<file path="src/rtl/fracn_pkg.sv">
package fracn_pkg;

  localparam int PT_W         = 2;
  localparam int NM1_W        = 12;
  localparam int NM2_W        = 8;
  localparam int NM2_NARROW_W = 4;
  localparam int NM34_W       = 4;
  localparam int ACC_W        = 3;
  localparam int CNT_W        = NM1_W + 1;
  localparam int N_PHASE      = 4;

  localparam logic [PT_W-1:0] PT_DIV2   = 2'b01;
  localparam logic [PT_W-1:0] PT_DIV3   = 2'b10;
  localparam logic [PT_W-1:0] PT_DIV4   = 2'b11;
  localparam logic [PT_W-1:0] PT_DIV4N3 = 2'b00;

  typedef enum logic [1:0] {PH_P1 = 2'd0, PH_P2 = 2'd1, PH_P3 = 2'd2, PH_P4 = 2'd3} phase_e;

  typedef struct packed {
    logic [PT_W-1:0]   ptype;
    logic [NM1_W-1:0]  nm1;
    logic [NM2_W-1:0]  nm2;
    logic [NM34_W-1:0] nm3;
    logic [NM34_W-1:0] nm4;
  } work_cfg_t;

  localparam work_cfg_t CFG_RESET = '{ptype: PT_DIV2, nm1: '0, nm2: '0, nm3: '0, nm4: '0};

  // {fb1, fb2} per phase
  function automatic logic [1:0] fb_code(phase_e p);
    case (p)
      PH_P1:   fb_code = 2'b10;
      PH_P2:   fb_code = 2'b00;
      PH_P3:   fb_code = 2'b01;
      default: fb_code = 2'b11;
    endcase
  endfunction

  // Number of input cycles spent in one phase; zero means the phase is absent
  function automatic logic [CNT_W-1:0] phase_len(work_cfg_t c, logic ovf, logic [1:0] idx);
    logic [NM2_W-1:0] n2;
    n2 = (c.ptype == PT_DIV2) ? c.nm2 : NM2_W'(c.nm2[NM2_NARROW_W-1:0]);
    case (idx)
      2'd0: phase_len = CNT_W'(c.nm1) + (ovf ? CNT_W'(1) : CNT_W'(2));
      2'd1: phase_len = CNT_W'(n2) + CNT_W'(ovf);
      2'd2: phase_len = c.ptype[1] ? CNT_W'(c.nm3) + CNT_W'(1) : '0;
      default: phase_len = ((c.ptype == PT_DIV4) || (c.ptype == PT_DIV4N3)) ?
                           CNT_W'(c.nm4) + CNT_W'(1) : '0;
    endcase
  endfunction

endpackage

</file>
<file path="src/rtl/fracn_work_regs.sv">
module fracn_work_regs
  import fracn_pkg::*;
(
  input  logic      clk,
  input  logic      rst_n,
  input  work_cfg_t in_cfg,
  input  logic      load_valid,
  input  logic      load_ready,
  output work_cfg_t work_cfg,
  output work_cfg_t next_cfg
);

  work_cfg_t work_q;
  logic      accept;

  assign accept   = load_valid & load_ready;
  assign next_cfg = accept ? in_cfg : work_q;
  assign work_cfg = work_q;

  always_ff @(posedge clk or negedge rst_n) begin
    if (!rst_n)      work_q <= CFG_RESET;
    else if (accept) work_q <= in_cfg;
  end


  work_hold_chk: assert property (@(posedge clk) disable iff (!rst_n)
    !(load_valid && load_ready) |=> $stable(work_q));

endmodule

</file>
<file path="src/rtl/fracn_frac_accum.sv">
module fracn_frac_accum
  import fracn_pkg::*;
(
  input  logic             clk,
  input  logic             rst_n,
  input  logic             clr,
  input  logic             step,
  input  logic [ACC_W-1:0] inc,
  input  logic             mod8,
  output logic [ACC_W-1:0] acc,
  output logic             ovf_flag,
  output logic             ovf_new
);

  localparam logic [ACC_W:0] Q_BIN = (ACC_W+1)'(1 << ACC_W);
  localparam logic [ACC_W:0] Q_ALT = (ACC_W+1)'(5);

  logic [ACC_W-1:0] acc_q;
  logic             ovf_q;
  logic [ACC_W:0]   sum;
  logic [ACC_W:0]   q;
  logic [ACC_W:0]   diff;
  logic [ACC_W-1:0] acc_nx;

  assign q       = mod8 ? Q_BIN : Q_ALT;
  assign sum     = {1'b0, acc_q} + {1'b0, inc};
  assign ovf_new = (sum >= q);
  assign diff    = sum - q;
  assign acc_nx  = ovf_new ? diff[ACC_W-1:0] : sum[ACC_W-1:0];

  always_ff @(posedge clk or negedge rst_n) begin
    if (!rst_n) begin
      acc_q <= '0;
      ovf_q <= 1'b0;
    end else if (clr) begin
      acc_q <= '0;
      ovf_q <= 1'b0;
    end else if (step) begin
      acc_q <= acc_nx;
      ovf_q <= ovf_new;
    end
  end

  assign acc      = acc_q;
  assign ovf_flag = ovf_q;


  acc_hold_chk: assert property (@(posedge clk) disable iff (!rst_n)
    (!clr && !step) |=> $stable(acc_q));


  ovf_hold_chk: assert property (@(posedge clk) disable iff (!rst_n)
    (!clr && !step) |=> $stable(ovf_q));


  mod5_range_chk: assert property (@(posedge clk) disable iff (!rst_n)
    (step && !clr && !mod8 && acc_q < ACC_W'(5) && inc < ACC_W'(5)) |=> (acc_q < ACC_W'(5)));

endmodule

</file>
<file path="src/rtl/fracn_phase_seq.sv">
module fracn_phase_seq
  import fracn_pkg::*;
(
  input  logic             clk,
  input  logic             rst_n,
  input  logic             restart,
  input  work_cfg_t        work_cfg,
  input  work_cfg_t        next_cfg,
  input  logic             ovf_cur,
  input  logic             start_ovf,
  output phase_e           phase,
  output logic             cyc_end
);

  phase_e           ph;
  logic [CNT_W-1:0] rem;
  logic [CNT_W-1:0] len_cur [N_PHASE];
  logic [CNT_W-1:0] start_len;
  phase_e           nxt;
  logic             nxt_ok;

  genvar g;
  generate
    for (g = 0; g < N_PHASE; g++) begin : g_len
      assign len_cur[g] = phase_len(work_cfg, ovf_cur, 2'(g));
    end
  endgenerate

  assign start_len = phase_len(next_cfg, start_ovf, 2'd0);

  // Earliest later phase with a nonzero length
  always_comb begin
    nxt_ok = 1'b0;
    nxt    = PH_P1;
    for (int k = N_PHASE - 1; k >= 1; k--) begin
      if ((k > int'(ph)) && (len_cur[k] != '0)) begin
        nxt_ok = 1'b1;
        nxt    = phase_e'(k[1:0]);
      end
    end
  end

  assign cyc_end = (rem == CNT_W'(1)) && !nxt_ok;

  always_ff @(posedge clk or negedge rst_n) begin
    if (!rst_n) begin
      ph  <= PH_P1;
      rem <= '0;
    end else if (restart || cyc_end) begin
      ph  <= PH_P1;
      rem <= start_len;
    end else if (rem == CNT_W'(1)) begin
      ph  <= nxt;
      rem <= len_cur[nxt];
    end else begin
      rem <= rem - CNT_W'(1);
    end
  end

  assign phase = ph;


  p3_type_chk: assert property (@(posedge clk) disable iff (!rst_n)
    (ph == PH_P3) |-> work_cfg.ptype[1]);


  p4_type_chk: assert property (@(posedge clk) disable iff (!rst_n)
    (ph == PH_P4) |-> (work_cfg.ptype == PT_DIV4 || work_cfg.ptype == PT_DIV4N3));

endmodule

</file>
<file path="src/rtl/fracn_mmd_ctrl.sv">
module fracn_mmd_ctrl
  import fracn_pkg::*;
(
  input  logic                clk,
  input  logic                rst_n,
  input  logic                en,
  input  logic                cfg_valid,
  output logic                cfg_ready,
  input  logic [PT_W-1:0]     cfg_ptype,
  input  logic [NM1_W-1:0]    cfg_nm1,
  input  logic [NM2_W-1:0]    cfg_nm2,
  input  logic [NM34_W-1:0]   cfg_nm3,
  input  logic [NM34_W-1:0]   cfg_nm4,
  input  logic [ACC_W-1:0]    frac_inc,
  input  logic                frac_mod8,
  output logic                fb1,
  output logic                fb2,
  output logic                div_pulse,
  output logic [ACC_W-1:0]    frac_acc
);

  logic      run_q;
  logic      active;
  logic      cyc_end;
  logic      ovf_flag;
  logic      ovf_new;
  logic      start_ovf;
  phase_e    phase;
  logic [1:0] code;
  work_cfg_t in_cfg;
  work_cfg_t work_cfg;
  work_cfg_t next_cfg;

  always_ff @(posedge clk or negedge rst_n) begin
    if (!rst_n) run_q <= 1'b0;
    else        run_q <= en;
  end

  assign active    = run_q & en;
  assign start_ovf = active ? ovf_new : 1'b0;
  assign cfg_ready = !run_q | cyc_end;

  assign in_cfg = '{ptype: cfg_ptype, nm1: cfg_nm1, nm2: cfg_nm2, nm3: cfg_nm3, nm4: cfg_nm4};

  fracn_work_regs u_regs (
    .clk        (clk),
    .rst_n      (rst_n),
    .in_cfg     (in_cfg),
    .load_valid (cfg_valid),
    .load_ready (cfg_ready),
    .work_cfg   (work_cfg),
    .next_cfg   (next_cfg)
  );

  fracn_frac_accum u_acc (
    .clk      (clk),
    .rst_n    (rst_n),
    .clr      (!active),
    .step     (active & cyc_end),
    .inc      (frac_inc),
    .mod8     (frac_mod8),
    .acc      (frac_acc),
    .ovf_flag (ovf_flag),
    .ovf_new  (ovf_new)
  );

  fracn_phase_seq u_seq (
    .clk       (clk),
    .rst_n     (rst_n),
    .restart   (!active),
    .work_cfg  (work_cfg),
    .next_cfg  (next_cfg),
    .ovf_cur   (ovf_flag),
    .start_ovf (start_ovf),
    .phase     (phase),
    .cyc_end   (cyc_end)
  );

  assign code      = fb_code(phase);
  assign fb1       = run_q & code[1];
  assign fb2       = run_q & code[0];
  assign div_pulse = run_q & cyc_end;


  idle_quiet_chk: assert property (@(posedge clk) disable iff (!rst_n)
    !en |=> (!fb1 && !fb2 && !div_pulse));


  restart_p1_chk: assert property (@(posedge clk) disable iff (!rst_n)
    (div_pulse && en) |=> (fb1 && !fb2));


  pulse_width_chk: assert property (@(posedge clk) disable iff (!rst_n)
    div_pulse |=> !div_pulse);

endmodule

</file>
<file path="config.mk">
export PLATFORM = sky130hd
export DESIGN_NAME = fracn_mmd_ctrl
export DESIGN_NICKNAME = d
export VERILOG_FILES = /design/src/rtl/fracn_pkg.sv /design/src/rtl/fracn_work_regs.sv /design/src/rtl/fracn_frac_accum.sv /design/src/rtl/fracn_phase_seq.sv /design/src/rtl/fracn_mmd_ctrl.sv
export SDC_FILE = /design/constraint.sdc
export NUM_CORES = 1
export LEC_CHECK = 0
export ABC_AREA = 1
export BUFFER_PORTS_ARGS = -buffer_cell sky130_fd_sc_hd__buf_2
export CORE_ASPECT_RATIO = 1.1
export CORE_MARGIN = 5
export CORE_UTILIZATION = 40
export DETAILED_ROUTE_END_ITERATION = 12
export PLACE_DENSITY = 0.69
export SYNTH_ARGS = -nofsm -noshare
export SYNTH_HDL_FRONTEND = slang
export SYNTH_HIERARCHICAL = 1
export SYNTH_SLANG_ARGS = --single-unit
</file>
<file path="constraint.sdc">
create_clock -name clk -period 4.1 [get_ports clk]
set_clock_uncertainty 0.05 [all_clocks]
set_input_delay 0.41 -clock clk [delete_from_list [all_inputs] [get_ports clk]]
set_output_delay 0.41 -clock clk [all_outputs]
set_load 0.01 [all_outputs]
</file>
### Word-level counts from Yosys, hierarchy flattened

Cells that the tools add are included.

| operators by class | value |
|---|---|
| add/subtract/negate cells | 8 |
| order comparisons | 5 |
| equal/unequal tests | 6 |
| multiplexer cells | 27 |
| bitwise logic cells | 8 |
| reductions and logical operators | 15 |

Operator list:

| cell | count |
|---|---|
| $mux 13 | 5 |
| $reduce_bool 13->1 | 3 |
| $mux 28 | 1 |
| $add 12x13->13 | 2 |
| $bmux 13 s2 | 1 |
| $mux 2 | 7 |
| $eq 13x1->1 const B | 1 |
| $sub 13x1->13 const B | 1 |
| $add 4x1->5 const B | 2 |
| $add 8x1->9 | 1 |
| $mux 3 | 3 |
| $mux 8 | 1 |
| $and 1x1->1 | 6 |
| $mux 1 | 6 |
| $pmux 2 s3 | 1 |
| $mux 5 | 1 |
| $add 3x3->4 | 1 |
| $eq 2x1->1 const B | 2 |
| $eq 2x2->1 const B | 2 |
| $ge 4x4->1 | 1 |
| $gt 2x2->1 const A | 2 |
| $logic_and 1x1->1 | 4 |
| $logic_not 2->1 | 2 |
| $mux 4 | 1 |
| other kinds (9) | 12 |

| word-level totals | value |
|---|---|
| register bits after elaboration | 50 |
| input port bits | 38 |

### Longest topological paths before layout

Gate-level depths: netlist of the first run.

| depth | value |
|---|---|
| depth in word-level cells | 15 |
| gate-level depth with buffers | 28 |
| mapped depth without buffers | 27 |

### Cells and area by module

Netlist of the first run, hierarchy kept.

By module, submodules not included:

| module | times used | cells an instance | area an instance (µm²) | seq. area each (µm²) |
|---|---|---|---|---|
| fracn_phase_seq | 1 | 342 | 2093.3 | 375.4 |
| fracn_work_regs | 1 | 130 | 1176.1 | 752.0 |
| fracn_frac_accum | 1 | 48 | 387.9 | 100.1 |
| fracn_mmd_ctrl | 1 | 17 | 105.1 | 25.0 |

### Worst setup path after synthesis of the first run

No wires, ideal clock.

| timing | value |
|---|---|
| path kind | register -> register |
| start | register u_acc.ovf_q (netlist: u_acc/ovf_flag) |
| end | register u_seq.rem[10] |
| library setup time | 0.119 ns |
| data arrival time | 3.385 ns |
| required time | 3.931 ns |
| slack | 0.546 ns |
| cell stages (with the launch flop) | 27 |
| path buffers | 1 |
| path through | dfrtp_1 > ha_1 > ha_1 > inv_1 > nand2_1 > nor2_1 > nand2_1 > nor2_1 > nand3_2 > nand2_4 > nand3_4 > inv_1 > inv_1 > nand2_1 > nand2_1 > buf_2 > nand2_1 > nand2_1 > ha_1 > fa_1 > nand3_1 > nor2_1 > nand3_1 > nor3_1 > xor2_1 > o22ai_1 > inv_1 |

RTL lines:

| what | line | source |
|---|---|---|
| from (decl) | fracn_frac_accum.sv:19 | `logic ovf_q;` |
| from (signal assigned) | fracn_frac_accum.sv:40 | `ovf_q <= ovf_new;` |
| to (signal assigned) | fracn_phase_seq.sv:51 | `rem <= start_len;` |
| to (signal assigned) | fracn_phase_seq.sv:54 | `rem <= len_cur[nxt];` |
| to (signal assigned) | fracn_phase_seq.sv:56 | `rem <= rem - CNT_W'(1);` |
| to (decl) | fracn_phase_seq.sv:16 | `logic [CNT_W-1:0] rem;` |

==> results of run 1 <==
-- path summary, 6_finish.rpt --
path | endpoint | slack [ns] | from
min in group clk | run_q | 0.18 | en
worst max-delay path | u_seq/rem[11] | 0.36 | u_regs/work_cfg[29]
max in group asynchronous | u_regs/work_cfg[23] | 3.42 | rst_n
worst max register to register | u_seq/rem[11] | 0.36 | u_regs/work_cfg[29]
worst min-delay path | u_regs/work_cfg[3] | 0.16 | rst_n
worst min register to register | u_regs/work_cfg[28] | 0.43 | u_regs/work_cfg[28]
-- flip-flops by register name, indices dropped and copies added, names as in the netlist --
| name | cells |
|---|---|
| u_seq/rem | 13 |
| run_q | 1 |
| u_acc/acc | 3 |
| u_seq/phase | 2 |
| u_acc/ovf_flag | 1 |
| u_regs/work_cfg | 30 |
-- layout make-up --
class	instances	area [um2]	share of cell area, %
multi-input cells	408	2200	51.9
clock inverters	3	40.0	0.943
clock buffers	5	68.8	1.62
inverters	65	244	5.75
well taps	117	146	3.45
flip-flops and latches	50	1250	29.5
repair buffers	53	292	6.87
-- layout by cell type (no fill, tap or decap), drive strengths merged, types with 2 or more instances in the layout --
master / n
xnor2: 8
xor2: 14
fa: 3
nand4: 6
dfrtp: 49
nand2: 175
a21oi: 15
nor4: 4
o21ai: 10
or2: 2
clkbuf: 5
nor3: 6
nand3: 93
inv: 65
nor2: 47
clkinv: 2
buf: 53
ha: 20
-- repair_timing --
action	CTS	global route
buffers inserted	0	4
endpoints found under the setup margin	0	7
gates resized for setup	0	7
-- cell families after synthesis --
| group | after synthesis | synth area share (%) |
|---|---|---|
| simple gates | 333 | 39.8 |
| flops | 50 | 33.3 |
| compound gates | 30 | 4.82 |
| buf+inv | 79 | 8.75 |
| fa+ha+maj | 23 | 8.25 |
| xor+xnor | 22 | 5.12 |
-- per-stage QoR --
step / std cells / util, % / worst slack, ns / hold WS (ns)
2_1_floorplan: 537 / - / 0.546 / 0.0644
3_3_place_gp: 689 / 44.1 / 0.356 / 0.424
3_5_place_dp: 689 / 44.1 / 0.157 / 0.420
4_1_cts: 697 / 45.3 / 0.168 / 0.163
5_1_grt: 701 / 45.9 / -0.00293 / 0.172
6_report: 701 / 45.9 / 0.361 / 0.156
-- metal layers --
layer | global-route usage, % | part of all wire (%) | vias up
li1 | - | - | 1806
met1 | 22.3 | 45 | 1623
met2 | 28.1 | 50 | 59
met3 | 2.44 | 2.7 | 19
met4 | 5.69 | 2.2 | 0
met5 | 0 | 0 | -
-- where the power goes --
group / internal (mW) / switching (mW)
Sequential: 0.565 / 0.0667
Combinational: 0.226 / 0.370
Clock: 0.180 / 0.172
Total: 0.970 / 0.608
-- synth_stat cells --
cell | number | area share (%)
sky130_fd_sc_hd__nor3_1 | 6 | 0.80
sky130_fd_sc_hd__nand3_1 | 91 | 12
sky130_fd_sc_hd__nor4_1 | 4 | 0.67
sky130_fd_sc_hd__fa_1 | 3 | 1.6
sky130_fd_sc_hd__a31o_2 | 1 | 0.23
sky130_fd_sc_hd__or2_2 | 2 | 0.33
sky130_fd_sc_hd__nand4_1 | 6 | 1.0
sky130_fd_sc_hd__nand2_2 | 5 | 0.83
sky130_fd_sc_hd__dfstp_2 | 1 | 0.70
sky130_fd_sc_hd__o21ai_2 | 1 | 0.23
sky130_fd_sc_hd__nor2_2 | 4 | 0.67
sky130_fd_sc_hd__a21oi_4 | 1 | 0.43
sky130_fd_sc_hd__nand3_4 | 1 | 0.47
sky130_fd_sc_hd__buf_6 | 2 | 0.60
sky130_fd_sc_hd__a211oi_1 | 1 | 0.20
sky130_fd_sc_hd__o31ai_1 | 1 | 0.20
sky130_fd_sc_hd__nand2_4 | 4 | 1.2
sky130_fd_sc_hd__inv_1 | 61 | 6.1
sky130_fd_sc_hd__nor2_1 | 40 | 4.0
sky130_fd_sc_hd__o22ai_1 | 1 | 0.17
sky130_fd_sc_hd__o21bai_1 | 1 | 0.20
sky130_fd_sc_hd__nor2_4 | 3 | 0.90
sky130_fd_sc_hd__nand2_1 | 166 | 17
sky130_fd_sc_hd__ha_1 | 20 | 6.7
sky130_fd_sc_hd__buf_2 | 11 | 1.5
sky130_fd_sc_hd__xor2_1 | 14 | 3.3
sky130_fd_sc_hd__inv_2 | 4 | 0.40
sky130_fd_sc_hd__dfrtp_1 | 49 | 33
sky130_fd_sc_hd__buf_4 | 1 | 0.20
sky130_fd_sc_hd__nand3_2 | 1 | 0.27
sky130_fd_sc_hd__o21ai_1 | 1 | 0.13
sky130_fd_sc_hd__a21oi_2 | 1 | 0.23
sky130_fd_sc_hd__a21oi_1 | 13 | 1.7
sky130_fd_sc_hd__xnor2_1 | 8 | 1.9
sky130_fd_sc_hd__o21ai_0 | 8 | 1.1
-- worst register-to-register path, stage by stage, from the launching register on --
cell,delay [ns]
sky130_fd_sc_hd__dfrtp_1,0.44
sky130_fd_sc_hd__inv_1,0.11
sky130_fd_sc_hd__ha_2,0.39
sky130_fd_sc_hd__nand4_1,0.15
sky130_fd_sc_hd__nand2_1,0.09
sky130_fd_sc_hd__nor2_1,0.04
sky130_fd_sc_hd__nand2_1,0.11
sky130_fd_sc_hd__nand2_1,0.07
sky130_fd_sc_hd__nand2_1,0.10
sky130_fd_sc_hd__inv_1,0.07
sky130_fd_sc_hd__nand3_4,0.10
sky130_fd_sc_hd__inv_1,0.06
sky130_fd_sc_hd__inv_1,0.07
sky130_fd_sc_hd__nand2_1,0.08
sky130_fd_sc_hd__buf_6,0.17
sky130_fd_sc_hd__nand3_1,0.09
sky130_fd_sc_hd__nand2_1,0.12
sky130_fd_sc_hd__ha_1,0.29
sky130_fd_sc_hd__nand3_1,0.06
sky130_fd_sc_hd__nand2_1,0.10
sky130_fd_sc_hd__nand3_1,0.12
sky130_fd_sc_hd__nor2_1,0.16
sky130_fd_sc_hd__nand2_1,0.10
sky130_fd_sc_hd__nor4_1,0.27
sky130_fd_sc_hd__xnor2_1,0.17
sky130_fd_sc_hd__o21ai_0,0.09
==> qor_table.md, run 1 <==
| Quantity | Reported |
|:---|:---|
| Req. time, crit path | 4.25 ns |
| # DRC | 0 |
| Height of the die | 112 um |
| Worst path most repeated cell | sky130_fd_sc_hd__nand2_1 |
| Slew at the pin closest to its max-slew limit | 0.647 ns |
| Final layout net count | 644 |
| Placed Area | 0.00408 mm2 |
| Critical path fanouts, max | 14 |
| Overall fraction of global-route tracks in use | 16.9% |
| Launching element type of the critical path | flip-flop |
| Number of input and output port buffers inserted | 44 |
| Worst slew slack as a fraction of its limit | 56.9% |
| Final total negative setup slack | 0 ns |
| Fmax | 0.267 GHz |
| DR vias/cell | 5.00 |
| Num ports | 45 |
| Clk buf depth | 2 |
| Type of the worst setup path | flip-flop to flip-flop |
| Slowest library cell on the worst path | sky130_fd_sc_hd__dfrtp_1 |
| PwrDens | 372 mW/mm2 |
| Signal arrival time at the worst endpoint | 3.89 ns |
| Unique masters post-synth | 35 |
| Clk slew on worst S/H paths | 0.09 ns |
| Final setup violation count | 0 |
| Final slew viol count | 0 |
| Worst vdd ir | 0.202 mV |
| Final hold vios | 0 |
| Detailed placement HPWL | 7190 um |
| Clock period minus worst slack | 3.74 ns |
| Maximum level of the CTS H-tree | 2 |
| GP Congestion | 0.870 |
| Syn Area/Cell | 7.01 um2 |
| Routed vias | 3507 |
| Number of max-capacitance violations reported | 0 |
| Cell Rows | 37 |
| Flip-flop and latch count after synthesis | 50 |
| Depth of the critical timing path with buffers and inverters included | 25 |
| Sum of buffers and inverters on the critical path | 5 |
| Residual antenna-violating net count after detailed routing | 0 |
| Maximum number of pins on one net before global-route repair | 51 |
| Final wirelength | 9200 um |
| Post-route total power | 1.58 mW |
| Initial antenna violation count | 0 |
| Effective utilization at floorplan | 40.6% |
| Clock latency on the worst-skew pair | 0.31 ns |
| Initial DRC count | 210 |
| Highest cell delay on the worst timing path | 0.44 ns |
| TritonCTS clock tree | yes |
| Seq/Total Area, Yosys | 33.3% |
| Type of the worst min-delay path | input port to async pin |
| Post-synthesis instance area | 0.00376 mm2 |
| Synth-to-Final Area Change | 12.9% |
| Count of synthesis-stage warnings from yosys | 6 |
| Area of the placeable core | 0.00926 mm2 |
| Post-synth net total | 598 |
| Filler instances | 955 |
| Library cell used as clock root buffer | sky130_fd_sc_hd__clkbuf_8 |
| Global-route wire length before repair | 16000 um |
| Leakage dissipation | 2.33 nW |
| Width of the die | 102 um |
| Path depth of the worst reg2reg path | 25 |
| Family with the most delay on the worst path | simple AND/OR/NAND/NOR gates |
| Period Utilization, post-route | 91.2% |
| Number of buffers added to fix hold violations after cts | 0 |
| Run status | complete, no violations |
| Detailed-route wire length per cell | 13.1 um |
| Area enclosed by the die boundary | 0.0114 mm2 |
| Finished Cell Area | 0.00425 mm2 |
| Vias in the first global route | 3519 |
| Clock buffer count from CTS | 5 |
| Number of iterations in the first detailed-routing pass | 4 |
| Element type at the critical path end | flip-flop |
| Synthesized instance count | 537 |
| Antenna diode instance count | 0 |
| Sum of overflow across all layers after global routing | 0 |
| Clock sink count | 50 |
| Fraction of final layout cells with drive strength greater than 1 | 16.3% |
(Power assumes the default switching activity.)
==> run 2, diff against run 1 <==
CTS_BUF_LIST = sky130_fd_sc_hd__clkbuf_16   (was not set)
clock period = 3.6 ns   (was 4.1 ns; I/O delays follow)
==> run 2 against run 1 <==
  * Cell count grew 2.0%
  * Hold slack lost 0.061 ns
  * Wire length grew 7.5%
  * Flip-flop and latch count is the same
  * Global-route usage grew 0.40 points
  * Critical path type unchanged
  * Largest cell class unchanged
  * Maximum frequency grew 8.8%
  * Largest power group is now combinational logic
  * Via count grew 2.7%
  * Clock-buffer cell count is the same
  * Sequential share of layout area shrank 2.2 points
  * Register-to-register slack lost 0.20 ns
  * Critical endpoint is now u_seq/rem[8]
==> qor_table.md, run 2 (synthesis gave the netlist of run 1 again) <==
| Quantity | Reported | Delta |
|:---|:---|:---|
| Leakage dissipation | 2.46 nW | +6.0% |
| Reg-to-Reg Start | u_acc/acc[0] |  |
| Sum of buffers and inverters on the critical path | 4 | -1 |
| Period Utilization, post-route | 95.5% | +4.3 points |
| Final layout net count | 658 | +2.2% |
| Clock buffer count from CTS | 5 | unchanged |
| Filler instances | 896 | -6.2% |
| Width of the die | 102 um | unchanged |
| Overall fraction of global-route tracks in use | 17.3% | +0.40 points |
| GP Congestion | 0.911 | +4.7% |
| Final hold vios | 0 | unchanged |
| Final setup violation count | 0 | unchanged |
| Setup crit start | u_acc/acc[0] |  |
| Critical path fanouts, max | 4 | -10 |
| Final slew viol count | 0 | unchanged |
| Antenna diode instance count | 0 | unchanged |
| Maximum level of the CTS H-tree | 2 | unchanged |
| Launching element type of the critical path | flip-flop |  |
| Fraction of final layout cells with drive strength greater than 1 | 23.2% | +7.0 points |
| Clock period minus worst slack | 3.44 ns | -0.302 ns |
| Maximum number of pins on one net before global-route repair | 35 | -31% |
| Req. time, crit path | 3.73 ns | -0.52 ns |
| Num ports | 45 | unchanged |
| Most frequent cells in the layout | sky130_fd_sc_hd__nand2_1 (156), sky130_fd_sc_hd__nand3_1 (87), sky130_fd_sc_hd__inv_1 (58), sky130_fd_sc_hd__dfrtp_1 (49), sky130_fd_sc_hd__buf_2 (44) |  |
| Final wirelength | 9890 um | +7.5% |
| Setup slack of the critical path after layout | 0.163 ns | -0.198 ns |
| Element type at the critical path end | flip-flop |  |
| TritonCTS clock tree | yes |  |
| Clk slew on worst S/H paths | 0.06 ns | -0.03 ns |
| Sum of overflow across all layers after global routing | 0 | unchanged |
| Worst slew slack as a fraction of its limit | 48.2% | -8.7 points |
| Clk buf depth | 2 | unchanged |
| Sequential cell area | 0.00125 mm2 | unchanged |
| Initial DRC count | 271 | +29% |
| Number of input and output port buffers inserted | 44 | unchanged |
| Effective utilization at floorplan | 40.6% | unchanged |
| DR vias/cell | 5.04 | +0.73% |
| Layout Cells excl Fill | 715 | +2.0% |
| Placed Cells | 696 | +1.0% |
| Signal arrival time at the worst endpoint | 3.57 ns | -0.32 ns |
| Clock sink count | 50 | unchanged |
| Slowest library cell on the worst path | sky130_fd_sc_hd__dfrtp_1 |  |
| Clock latency on the worst-skew pair | 0.29 ns | -0.02 ns |
| Most common cell after layout, fill and taps aside | sky130_fd_sc_hd__nand2_1 |  |
| Type of the worst min-delay path | input port to async pin |  |
| Path depth of the worst reg2reg path | 20 | -20% |
| Family with the most delay on the worst path | adder cells |  |
| Worst slack after detailed placement | -0.0669 ns | -0.224 ns |
| Worst path most repeated cell | sky130_fd_sc_hd__inv_1 |  |
| Vias in the first global route | 3513 | -0.17% |
| Final core utilization | 49.6% | +3.7 points |
| Setup slack on the worst flop-to-flop path | 0.16 ns | -0.20 ns |
| Post-route total power | 2.01 mW | +27% |
| # DRC | 0 | unchanged |
| Detailed placement HPWL | 7400 um | +3.0% |
| Endpoint of the most critical register-to-register path | u_seq/rem[8] |  |
| Number of iterations in the first detailed-routing pass | 4 | unchanged |
| Number of buffers added to fix hold violations after cts | 0 | unchanged |
| Number of max-capacitance violations reported | 0 | unchanged |
| Number of flip-flops in the largest register | 30 | unchanged |
| Height of the die | 112 um | unchanged |
| Highest cell delay on the worst timing path | 0.40 ns | -0.04 ns |
| CP cell instances | ha_2, fa_2, xnor2_2, inv_1, ha_1, nand2_1, inv_1, nand2_2, nand2_4, inv_1, nor2_2, ha_2, fa_2, nand3_2, nor2_4, nand3_1, buf_4, xor2_1, nor2_1, a21oi_2 |  |
| Initial antenna violation count | 0 | unchanged |
| Area of the placeable core | 0.00926 mm2 | unchanged |
| Worst vdd ir | 0.246 mV | +22% |
| Type of the worst setup path | flip-flop to flip-flop |  |
| Run status | complete, no violations |  |
| Global-route wire length before repair | 16100 um | +0.78% |
| Cell Rows | 37 | unchanged |
| Library cell used as clock root buffer | sky130_fd_sc_hd__clkbuf_16 |  |
| Area enclosed by the die boundary | 0.0114 mm2 | unchanged |
| Routed vias | 3603 | +2.7% |
| Fmax | 0.291 GHz | +8.8% |
| PwrDens | 437 mW/mm2 | +18% |
| Detailed-route wire length per cell | 13.8 um | +5.4% |
| Synth-to-Final Area Change | 22.0% |  |
| Multi-input combinational cell area | 0.00238 mm2 | +7.9% |
| Slew at the pin closest to its max-slew limit | 0.778 ns | +0.131 ns |
| Residual antenna-violating net count after detailed routing | 0 | unchanged |
## run 2: changes by cell type in the layout (fill, tap and decap cells not counted), sizes merged
cell | before | now
buf | 53 | 67
inv | 65 | 67
clkinv | 2 | 0
## run 2: layer usage
layer	GRT usage, %	vias up	routed length [um]
li1	-	1842	-
met1	21.6	1679	4270
met2	29.9	67	5080
met3	2.94	15	350
met4	5.60	0	189
met5	0	-	0
## run 2: layout make-up
cell class | instances | area share [%]
Multi-Input combinational cell | 408 | 51.8
Tap cell | 117 | 3.19
Clock inverter | 3 | 0.818
Timing Repair Buffer | 67 | 8.89
Inverter | 65 | 5.31
Clock buffer | 5 | 2.73
Sequential cell | 50 | 27.3
## run 2: worst max-delay path by stage
stage / end / cells past startpoint / slack, ns
2_1_floorplan: u_seq/rem[10] / 26 / 0.05
3_3_place_gp: u_seq/rem[10] / 24 / 0.08
3_5_place_dp: u_seq/rem[11] / 22 / -0.07
4_1_cts: u_seq/rem[10] / 25 / 0.003
5_1_grt: u_seq/rem[11] / 26 / -0.04
6_report: u_seq/rem[8] / 20 / 0.16
## run 2: repair_timing
| item | CTS | global route |
|---|---|---|
| setup endpoints to repair | 4 | 9 |
| pin swaps | 0 | 19 |
| resized for setup | 2 | 57 |
| setup buffers | 0 | 11 |
| cloned | 0 | 0 |
## run 2: per-stage QoR
| step | instance area (um2) | hold slack, ns | setup TNS (ns) |
|---|---|---|---|
| 2_1_floorplan | 3760 | 0.0144 | 0 |
| 3_3_place_gp | 4130 | 0.405 | 0 |
| 3_5_place_dp | 4130 | 0.420 | -0.0885 |
| 4_1_cts | 4310 | 0.120 | 0 |
| 5_1_grt | 4590 | 0.149 | -0.108 |
| 6_report | 4590 | 0.0950 | 0 |
## run 2: report_power, final
part           internal (mW)  leakage, nW  switching, mW
Combinational          0.298         1.76          0.461
Sequential             0.644        0.621         0.0791
Clock                  0.323       0.0864          0.203
Total                   1.26         2.46          0.743
==> run 3, diff against run 2 <==
RECOVER_POWER = 25   (was not set)
==> run 3 against run 2 <==
  * The run now ends with max-capacitance violations, max-slew violations left
  * Flip-flop and latch count is the same
  * Utilization is essentially flat
  * First-iteration DRC count is the same
==> qor_table.md, run 3 (synthesis gave the netlist of run 1 again) <==
| Quantity | Reported | Delta |
|:---|:---|:---|
| Clock period minus worst slack | 3.44 ns | +0.000101 ns |
| Synth-to-Final Area Change | 21.9% | about the same |
| Width of the die | 102 um | unchanged |
| Final slew viol count | 35 | +35 |
| Violations in the final reports | max-capacitance violations, max-slew violations |  |
| Post-route worst hold slack | 0.173 ns | +0.0777 ns |
| Setup crit start | u_acc/acc[0] |  |
| Final layout net count | 658 | unchanged |
| CP cell instances | ha_2, fa_2, xnor2_2, inv_1, ha_1, nand2_1, inv_1, nand2_2, nand2_4, inv_1, nor2_2, ha_2, fa_2, nand3_2, nor2_4, nand3_1, buf_4, xor2_1, nor2_1, a21oi_2 |  |
| Slew at the pin closest to its max-slew limit | 1.86 ns | +1.08 ns |
| Overall fraction of global-route tracks in use | 17.3% | unchanged |
| GP Congestion | 0.911 | unchanged |
| Layout Cells excl Fill | 715 | unchanged |
| Internal power | 1.26 mW | about the same |
| Effective utilization at floorplan | 40.6% | unchanged |
| Share of total power in combinational logic | 37.8% | about the same |
| Most frequent cells in the layout | sky130_fd_sc_hd__nand2_1 (156), sky130_fd_sc_hd__nand3_1 (87), sky130_fd_sc_hd__inv_1 (58), sky130_fd_sc_hd__dfrtp_1 (49), sky130_fd_sc_hd__buf_2 (42) |  |
| Fraction of final layout cells with drive strength greater than 1 | 22.9% | -0.33 points |
| Clock group share of total power | 26.2% | about the same |
| Clk buf depth | 2 | unchanged |
| Element type at the critical path end | flip-flop |  |
| Proportion of total power due to net switching | 37.0% | about the same |
| Instance count along the most critical hold path | 1 |  |
| Clock sink count | 50 | unchanged |
| Residual antenna-violating net count after detailed routing | 0 | unchanged |
| Cell Rows | 37 | unchanged |
| Placed Cells | 696 | unchanged |
| Worst slack after detailed placement | -0.0669 ns | unchanged |
| Number of flip-flops in the largest register | 30 | unchanged |
| Highest cell delay on the worst timing path | 0.40 ns | about the same |
| Number of input and output port buffers inserted | 44 | unchanged |
| Num ports | 45 | unchanged |
| Detailed-route wire length per cell | 13.8 um | about the same |
| Path depth of the worst reg2reg path | 20 | unchanged |
| Signal arrival time at the worst endpoint | 3.57 ns | about the same |
| Final total negative setup slack | 0 ns | unchanged |
| Clk slew on worst S/H paths | 0.06 ns | about the same |
| Final wirelength | 9890 um | about the same |
| Sequential cell area | 0.00125 mm2 | unchanged |
| Area enclosed by the die boundary | 0.0114 mm2 | unchanged |
| Detailed placement HPWL | 7400 um | unchanged |
| Initial DRC count | 271 | unchanged |
| Fmax | 0.291 GHz | about the same |
| Run status | finished, violations left |  |
| Type of the worst setup path | flip-flop to flip-flop |  |
| Terminating pin of the worst hold path | run_q |  |
| Reg-to-Reg Start | u_acc/acc[0] |  |
| Clock latency on the worst-skew pair | 0.29 ns | about the same |
| Antenna diode instance count | 0 | unchanged |
| Slowest library cell on the worst path | sky130_fd_sc_hd__dfrtp_1 |  |
| Area of the placeable core | 0.00926 mm2 | unchanged |
| Worst vdd ir | 0.246 mV | about the same |
| Post-route total power | 2.01 mW | about the same |
| PwrDens | 438 mW/mm2 | about the same |
| Number of iterations in the first detailed-routing pass | 4 | unchanged |
| Maximum level of the CTS H-tree | 2 | unchanged |
| Period Utilization, post-route | 95.5% | about the same |
| Library cell used as clock root buffer | sky130_fd_sc_hd__clkbuf_16 |  |
| Vias in the first global route | 3513 | unchanged |
| Initial antenna violation count | 0 | unchanged |
| Type of the worst min-delay path | input port to flip-flop |  |
| Global-route wire length before repair | 16100 um | unchanged |
| Req. time, crit path | 3.73 ns | about the same |
| Leakage dissipation | 2.46 nW | -0.22% |
| DR vias/cell | 5.03 | -0.11% |
| Most common cell after layout, fill and taps aside | sky130_fd_sc_hd__nand2_1 |  |
| Height of the die | 112 um | unchanged |
| Clock buffer count from CTS | 5 | unchanged |
| Final hold vios | 0 | unchanged |
| Sum of overflow across all layers after global routing | 0 | unchanged |
| Worst slew slack as a fraction of its limit | -24.1% | -72 points |
| TritonCTS clock tree | yes |  |
| Worst path most repeated cell | sky130_fd_sc_hd__inv_1 |  |
| Setup slack of the critical path after layout | 0.163 ns | -0.000101 ns |
| Net switching power | 743 uW | about the same |
| Maximum number of pins on one net before global-route repair | 35 | unchanged |
| Setup slack on the worst flop-to-flop path | 0.16 ns | about the same |
| Final setup violation count | 0 | unchanged |
| Launching element type of the critical path | flip-flop |  |
| Register share of total power | 36.0% | about the same |
| Number of buffers added to fix hold violations after cts | 0 | unchanged |
| Routed vias | 3599 | -0.11% |
| Number of max-capacitance violations reported | 1 | +1 |
| Critical path fanouts, max | 4 | unchanged |
| # DRC | 0 | unchanged |
| Filler instances | 898 | +0.22% |
| Endpoint of the most critical register-to-register path | u_seq/rem[8] |  |
| Start point of the worst hold path | en |  |
| Multi-input combinational cell area | 0.00238 mm2 | unchanged |
## run 3: changes by cell type in the layout (fill, tap and decap cells not counted), sizes merged
cell,previous run,this run
buf,67,65
clkbuf,5,7
## run 3: per-layer routing
layer / wire length, um / share of wire [%] / track usage, %
met1: 4280 / 43 / 21.6
met2: 5080 / 51 / 29.9
met3: 351 / 3.5 / 2.94
met4: 189 / 1.9 / 5.60
met5: 0 / 0 / 0
## run 3: final cells by class
cell class,count,share of cell area (%)
tap,117,3.19
inverter,65,5.32
timing repair buffer,67,8.84
clock inverter,3,0.818
clock buffer,5,2.73
sequential,50,27.3
multi-input combinational,408,51.8
## run 3: how the worst max path moves through the flow
| stage | depth (start not counted) | slack [ns] | endpoint |
|---|---|---|---|
| 2_1_floorplan | 26 | 0.05 | u_seq/rem[10] |
| 3_3_place_gp | 24 | 0.08 | u_seq/rem[10] |
| 3_5_place_dp | 22 | -0.07 | u_seq/rem[11] |
| 4_1_cts | 25 | 0.003 | u_seq/rem[10] |
| 5_1_grt | 26 | -0.04 | u_seq/rem[11] |
| 6_report | 20 | 0.16 | u_seq/rem[8] |
## run 3: what timing repair did
item,in CTS,in global routing
endpoints found under the setup margin,4,9
resized for setup,2,57
pin swaps,0,19
buffers inserted,0,11
cloned,0,0
## run 3: critical path, delay by kind of cell (launching register included)
family          cells  cell delay (ns)
fa+ha+maj           5             1.34
simple gates        8             0.86
flops               1             0.40
buf+inv             4             0.34
xor+xnor            2             0.28
compound gates      1             0.04
## run 3: through the flow
step | util, % | instance area, um2
global placement | 44.6 | 4130
global route | 49.6 | 4590
finish | 49.6 | 4590
floorplan | - | 3760
detailed placement | 44.6 | 4130
CTS | 46.5 | 4310
## run 3: power groups by stage
stage               Clock [mW]  Combinational, mW  Sequential [mW]
floorplan                    0              0.507            0.714
global placement             0              0.659            0.723
detailed placement           0              0.677            0.726
CTS                      0.541              0.683            0.717
global route             0.563              0.860            0.733
finish                   0.526              0.758            0.723
